$ cat src/rtl/rwc_pkg.sv
package rwc_pkg;
  typedef enum logic [1:0] {
    PT_RUN   = 2'd0,
    PT_EARLY = 2'd1,
    PT_POST  = 2'd2
  } stop_pt_e;

  function automatic int unsigned last_data_idx(input int unsigned nbits);
    return nbits - 1;
  endfunction

  function automatic int unsigned ack_idx(input int unsigned nbits);
    return nbits;
  endfunction
endpackage

$ cat src/rtl/rwc_cfg_regs.sv
module rwc_cfg_regs (
  input  logic clk,
  input  logic rst_n,
  input  logic wr_clkctl,
  input  logic clkctl_ack,
  input  logic wr_ctrl,
  input  logic ctrl_stop_ie,
  input  logic ctrl_early_ie,
  output logic ack_mode,
  output logic stop_ie,
  output logic early_ie
);
  always_ff @(posedge clk) begin
    if (!rst_n) begin
      ack_mode <= 1'b0;
      stop_ie  <= 1'b0;
      early_ie <= 1'b0;
    end else begin
      if (wr_clkctl) ack_mode <= clkctl_ack;
      if (wr_ctrl) begin
        stop_ie  <= ctrl_stop_ie;
        early_ie <= ctrl_early_ie;
      end
    end
  end
endmodule

$ cat src/rtl/rwc_event_decode.sv
module rwc_event_decode
  import rwc_pkg::*;
#(
  parameter int unsigned DATA_BITS = 8,
  localparam int unsigned POS_W = $clog2(DATA_BITS + 1)
) (
  input  logic             scl_fall,
  input  logic [POS_W-1:0] bit_pos,
  input  logic             is_rx,
  input  logic             start_det,
  input  logic             stop_det,
  input  logic             first_byte,
  input  logic             wait_flag,
  input  logic             ack_mode,
  input  logic             early_ie,
  input  logic             stop_ie,
  input  stop_pt_e         stop_pt,
  output logic             ev_bus,
  output logic             ev_early,
  output logic             ev_ack,
  output logic             ev_stop_irq
);
  localparam int unsigned LAST_POS = last_data_idx(DATA_BITS);
  localparam int unsigned ACK_POS  = ack_idx(DATA_BITS);

  logic at_last, at_ack, running;

  always_comb begin
    ev_bus      = start_det | stop_det;
    running     = (stop_pt == PT_RUN) && !ev_bus;
    at_last     = scl_fall && (bit_pos == POS_W'(LAST_POS));
    at_ack      = scl_fall && (bit_pos == POS_W'(ACK_POS));
    ev_early    = running && at_last && is_rx && !first_byte
                  && wait_flag && ack_mode && early_ie;
    ev_ack      = running && at_ack;
    ev_stop_irq = stop_det && stop_ie;
  end
endmodule

$ cat src/rtl/rwc_wait_track.sv
module rwc_wait_track (
  input  logic clk,
  input  logic rst_n,
  input  logic start_det,
  input  logic ev_bus,
  input  logic ev_ack,
  input  logic wr_data,
  input  logic wr_clkctl,
  input  logic is_rx,
  input  logic ack_mode,
  input  logic early_ie,
  output logic wait_flag,
  output logic first_byte
);
  logic arm_ok;
  assign arm_ok = is_rx && !first_byte && ack_mode && early_ie;

  always_ff @(posedge clk) begin
    if (!rst_n) begin
      wait_flag  <= 1'b0;
      first_byte <= 1'b0;
    end else if (ev_bus) begin
      wait_flag  <= 1'b0;
      first_byte <= start_det;
    end else begin
      if (wr_clkctl)              wait_flag <= 1'b0;
      else if (wr_data && arm_ok) wait_flag <= 1'b1;
      if (ev_ack) first_byte <= 1'b0;
    end
  end
endmodule

$ cat src/rtl/rwc_stop_ctrl.sv
module rwc_stop_ctrl
  import rwc_pkg::*;
(
  input  logic     clk,
  input  logic     rst_n,
  input  logic     ev_bus,
  input  logic     ev_early,
  input  logic     ev_ack,
  input  logic     ev_stop_irq,
  input  logic     wr_data,
  input  logic     wr_clkctl,
  input  logic     wr_ctrl,
  input  logic     ctrl_pend,
  output stop_pt_e stop_pt,
  output logic     cc_written,
  output logic     pend_n,
  output logic     irq
);
  logic set_req, resume_early, resume_post;

  always_comb begin
    set_req      = wr_ctrl && ctrl_pend;
    resume_early = (stop_pt == PT_EARLY) && set_req && cc_written;
    resume_post  = (stop_pt == PT_POST) && (wr_data || set_req);
  end

  always_ff @(posedge clk) begin
    if (!rst_n) begin
      stop_pt    <= PT_RUN;
      cc_written <= 1'b0;
      pend_n     <= 1'b1;
      irq        <= 1'b0;
    end else begin
      irq <= ev_early | ev_ack | ev_stop_irq;
      if (ev_bus) begin
        stop_pt    <= PT_RUN;
        cc_written <= 1'b0;
      end else if (ev_early) begin
        stop_pt    <= PT_EARLY;
        cc_written <= 1'b0;
        pend_n     <= 1'b0;
      end else if (ev_ack) begin
        stop_pt <= PT_POST;
        pend_n  <= 1'b0;
      end else if (resume_early) begin
        stop_pt    <= PT_RUN;
        cc_written <= 1'b0;
        pend_n     <= 1'b1;
      end else if (resume_post) begin
        stop_pt <= PT_RUN;
        pend_n  <= 1'b1;
      end else begin
        if ((stop_pt == PT_EARLY) && wr_clkctl) cc_written <= 1'b1;
        if ((stop_pt == PT_RUN) && set_req)     pend_n     <= 1'b1;
      end
    end
  end
endmodule

$ cat src/rtl/i2c_rwc_top.sv
module i2c_rwc_top
  import rwc_pkg::*;
#(
  parameter int unsigned DATA_BITS = 8,
  localparam int unsigned POS_W = $clog2(DATA_BITS + 1)
) (
  input  logic             clk,
  input  logic             rst_n,
  input  logic             scl_fall,
  input  logic [POS_W-1:0] bit_pos,
  input  logic             is_rx,
  input  logic             start_det,
  input  logic             stop_det,
  input  logic             wr_data,
  input  logic             wr_clkctl,
  input  logic             clkctl_ack,
  input  logic             wr_ctrl,
  input  logic             ctrl_pend,
  input  logic             ctrl_stop_ie,
  input  logic             ctrl_early_ie,
  output logic             irq,
  output logic             pend_n,
  output logic             scl_hold,
  output logic             ack_clk_en,
  output logic             wait_flag
);
  logic     ack_mode, stop_ie, early_ie;
  logic     first_byte, cc_written;
  logic     ev_bus, ev_early, ev_ack, ev_stop_irq;
  stop_pt_e stop_pt;

  rwc_cfg_regs u_cfg (
    .clk(clk), .rst_n(rst_n),
    .wr_clkctl(wr_clkctl), .clkctl_ack(clkctl_ack),
    .wr_ctrl(wr_ctrl), .ctrl_stop_ie(ctrl_stop_ie), .ctrl_early_ie(ctrl_early_ie),
    .ack_mode(ack_mode), .stop_ie(stop_ie), .early_ie(early_ie)
  );

  rwc_event_decode #(.DATA_BITS(DATA_BITS)) u_dec (
    .scl_fall(scl_fall), .bit_pos(bit_pos), .is_rx(is_rx),
    .start_det(start_det), .stop_det(stop_det),
    .first_byte(first_byte), .wait_flag(wait_flag),
    .ack_mode(ack_mode), .early_ie(early_ie), .stop_ie(stop_ie),
    .stop_pt(stop_pt),
    .ev_bus(ev_bus), .ev_early(ev_early), .ev_ack(ev_ack), .ev_stop_irq(ev_stop_irq)
  );

  rwc_wait_track u_wait (
    .clk(clk), .rst_n(rst_n),
    .start_det(start_det), .ev_bus(ev_bus), .ev_ack(ev_ack),
    .wr_data(wr_data), .wr_clkctl(wr_clkctl), .is_rx(is_rx),
    .ack_mode(ack_mode), .early_ie(early_ie),
    .wait_flag(wait_flag), .first_byte(first_byte)
  );

  rwc_stop_ctrl u_stop (
    .clk(clk), .rst_n(rst_n),
    .ev_bus(ev_bus), .ev_early(ev_early), .ev_ack(ev_ack), .ev_stop_irq(ev_stop_irq),
    .wr_data(wr_data), .wr_clkctl(wr_clkctl), .wr_ctrl(wr_ctrl), .ctrl_pend(ctrl_pend),
    .stop_pt(stop_pt), .cc_written(cc_written), .pend_n(pend_n), .irq(irq)
  );

  assign scl_hold   = (stop_pt != PT_RUN) && !pend_n;
  assign ack_clk_en = (stop_pt != PT_EARLY);
endmodule

$ cat config.mk
export PLATFORM = sky130hd
export DESIGN_NAME = i2c_rwc_top
export DESIGN_NICKNAME = d
export VERILOG_FILES = /design/src/rtl/rwc_pkg.sv /design/src/rtl/rwc_cfg_regs.sv /design/src/rtl/rwc_event_decode.sv /design/src/rtl/rwc_wait_track.sv /design/src/rtl/rwc_stop_ctrl.sv /design/src/rtl/i2c_rwc_top.sv
export SDC_FILE = /design/constraint.sdc
export NUM_CORES = 1
export LEC_CHECK = 0
export CORE_MARGIN = 2
export CORE_UTILIZATION = 29
export CTS_CLUSTER_SIZE = 14
export DETAILED_ROUTE_END_ITERATION = 12
export PLACE_DENSITY = 0.56
export SLEW_MARGIN = 25
export SYNTH_ARGS = -nofsm -noshare
export SYNTH_HDL_FRONTEND = slang
export SYNTH_SLANG_ARGS = --single-unit
$ cat constraint.sdc
create_clock -name clk -period 1.3 [get_ports clk]
set_input_delay 0.13 -clock clk [delete_from_list [all_inputs] [get_ports clk]]
set_output_delay 0.13 -clock clk [all_outputs]
set_load 0.1 [all_outputs]
==> flow_metrics.py <==
metrics = {
    "run_status": {
        "outcome": "finished clean",
    },
    "synth": {
        "syn_nets": 68,
        "ys_warn_count": 0,
        "ys_seq_area_frac": 0.388,
        "ys_seq_elements": 10,
        "syn_area_um2": 515,
        "synthCells": 51,
        "syn_avg_cell_area_um2": 10.1,
        "ys_types": 30,
    },
    "route": {
        "drt_pass1_iterations": 4,
        "postRouteAntennaNets": 0,
        "drc": 0,
        "vias_per_cell": 4.77,
        "wl_mm": 1.29,
        "drtIter0Drc": 7,
        "via_count": 501,
        "routedWlPerCell_um": 12.3,
    },
    "die": {
        "dieArea_mm2": 0.00213,
        "coreArea_mm2": 0.00171,
        "rows": 15,
        "die_h_um": 46.2,
        "io_pins": 22,
        "die_x_um": 46.2,
        "start_util": 0.302,
    },
    "critical_path": {
        "cp_data_required_time_ns": 1.17,
        "cp.arrival_ns": 1.04,
        "critPathLaunchType": "flop",
        "reg2reg_depth": 3,
        "path_max_fanout": 8,
        "crit_type": "reg2out",
        "endpoint_kind": "primary output",
    },
    "finish": {
        "final_cell_mix": "clkdlybuf4s50_1 (16), dfxtp_1 (6), buf_12 (5), buf_4 (5), nor2b_1 (4)",
        "areaGrowthSynthToFinish_pct": 72.8,
        "seq_area_um2": 208,
        "layout-drive-gt1-share": 0.338,
        "nets": 98,
        "n_antenna_cell": 0,
        "finalInstanceArea_um2": 891,
        "fillers": 160,
        "multi_input_area_um2": 314,
        "mostFrequentLayoutCell": "clkdlybuf4s50_1",
        "fin_util": 0.522,
    },
    "global_route": {
        "grt_start_max_net_pins": 9,
        "grt_usage": 0.134,
        "first_global_vias": 458,
        "gr-total-overflow": 0,
        "grt_pass1_wl_mm": 1.97,
        "grt_antenna_before_repair": 0,
    },
    "clocking": {
        "clock-root-buffer": "clkbuf_4",
        "cts_tree": "yes",
        "numCtsBuffers": 3,
        "clk_pin_slew_ns": 0.07,
        "clock_latency_ns": 0.27,
        "cts-htree-levels": 1,
        "cts_setup_buffers": 0,
        "cts_sinks": 10,
        "cts_buffer_depth": 2,
    },
    "power_and_ir_drop": {
        "leakage_nw": 0.363,
        "peakVddDrop_mv": 0.845,
        "p_per_area_mw_per_mm2": 816,
    },
    "placement": {
        "pre_cts_ws_ns": -0.151,
        "dpl_cell_area_um2": 852,
        "place_congestion": 0.796,
        "dp_hpwl_mm": 1.03,
        "portBuffers": 21,
    },
    "sta": {
        "setup_violations": 0,
        "rsz0062_at_grt": "false",
        "finalMaxSlewViolations": 0,
        "layout_setup_ws_ns": 0.125,
        "skew_ns": 0.00360,
        "fmaxAchievable_mhz": 851,
        "slew_headroom": 0.780,
        "finalCriticalPeriod_ns": 1.17,
        "finalHoldViolations": 0,
        "tightest_slew_ns": 0.329,
        "holdWs_ns": 0.470,
        "post-route-period-util": 0.904,
    },
    "job": {
        "cap_violations": 0,
    },
    "min_path": {
        "min_path_type": "in2reg",
        "worstHoldPathCells": 3,
    },
}
## synthesized netlist by cell type
master	number	share of area
a211oi_1	1	0.015
a21oi_1	3	0.029
a221oi_2	1	0.029
a22o_2	1	0.019
a311oi_1	1	0.017
and2_1	1	0.012
and3_2	1	0.015
and3b_1	1	0.017
and4_4	1	0.022
and4b_1	2	0.039
and4bb_2	1	0.024
buf_4	1	0.015
dfxtp_1	10	0.39
inv_1	1	0.0073
mux2i_1	3	0.058
nand2_1	1	0.0073
nand2b_1	1	0.012
nand3_1	1	0.0097
nand4b_1	1	0.017
nor2_1	3	0.022
nor2b_1	4	0.049
nor3_1	3	0.029
nor3b_2	1	0.024
nor4b_2	1	0.029
nor4bb_1	1	0.019
o21a_1	1	0.015
o21ai_0	1	0.0097
o21ba_1	1	0.019
o31a_1	1	0.017
o31ai_1	1	0.015
## worst paths after layout
| kind | startpoint | to | slack [ns] |
|---|---|---|---|
| max | u_stop.stop_pt[0]$_SDFFE_PP0P_ | scl_hold | 0.13 |
| min | ctrl_stop_ie | u_cfg.stop_ie$_SDFFE_PN0P_ | 0.47 |
| max reg2reg | u_stop.stop_pt[1]$_SDFFE_PP0P_ | u_stop.irq$_SDFF_PN0_ | 0.15 |
| min reg2reg | u_cfg.early_ie$_SDFFE_PN0P_ | u_cfg.early_ie$_SDFFE_PN0P_ | 0.51 |
## power breakdown
part / internal, mW / switching (mW) / leakage [nW] / total (mW)
Combinational: 0.0748 / 0.0447 / 0.259 / 0.119
Sequential: 0.313 / 0.00431 / 0.0829 / 0.317
Clock: 0.170 / 0.120 / 0.0210 / 0.291
## cells by family after synthesis
| family | synth area share |
|---|---|
| AO/OA/AOI/OAI | 0.184 |
| AND/OR/NAND/NOR | 0.347 |
| buffers and inverters | 0.0218 |
| multiplexers | 0.0583 |
| flip-flops | 0.388 |
## metal layers
metal / track usage / up-vias / routed length, µm
met5: 0 / - / 0
met4: 0.0857 / 0 / 27
met3: 0.0235 / 4 / 57
met2: 0.192 / 17 / 562
met1: 0.183 / 225 / 648
li1: - / 255 / -
## state kept, by name, indices dropped and copies added, names as in the netlist
name / flops
u_cfg.ack_mode: 1
u_cfg.early_ie: 1
u_cfg.stop_ie: 1
u_stop.cc_written: 1
u_stop.irq: 1
u_stop.pend_n: 1
u_stop.stop_pt: 2
u_wait.first_byte: 1
u_wait.wait_flag: 1
## per-stage QoR
step / power, mW / std cells / setup TNS, ns
after floorplan: 0.364 / 51 / 0
after detailed placement: 0.443 / 101 / -0.728
final: 0.727 / 105 / 0
after CTS: 0.729 / 105 / 0
after global placement: 0.444 / 101 / -0.806
after global routing: 0.745 / 105 / 0
## critical path, stage by stage, from the launching register on
cell,delay (ns)
dfxtp_2,0.41
nor2_1,0.09
nor2_4,0.10
buf_12,0.18
## timing repair
action,CTS,global route
resized for setup,0,2
hold buffers,0,0
endpoints found under the hold margin,0,0
setup endpoints to repair,0,1
## final cells by class
cell class,instances,share of cell area
Clock buffer,4,0.0407
Inverter,1,0.00421
Multi-Input combinational cell,39,0.353
Sequential cell,10,0.233
Tap cell,25,0.0351
Timing Repair Buffer,26,0.334
Power figures use the tool's default switching activity.
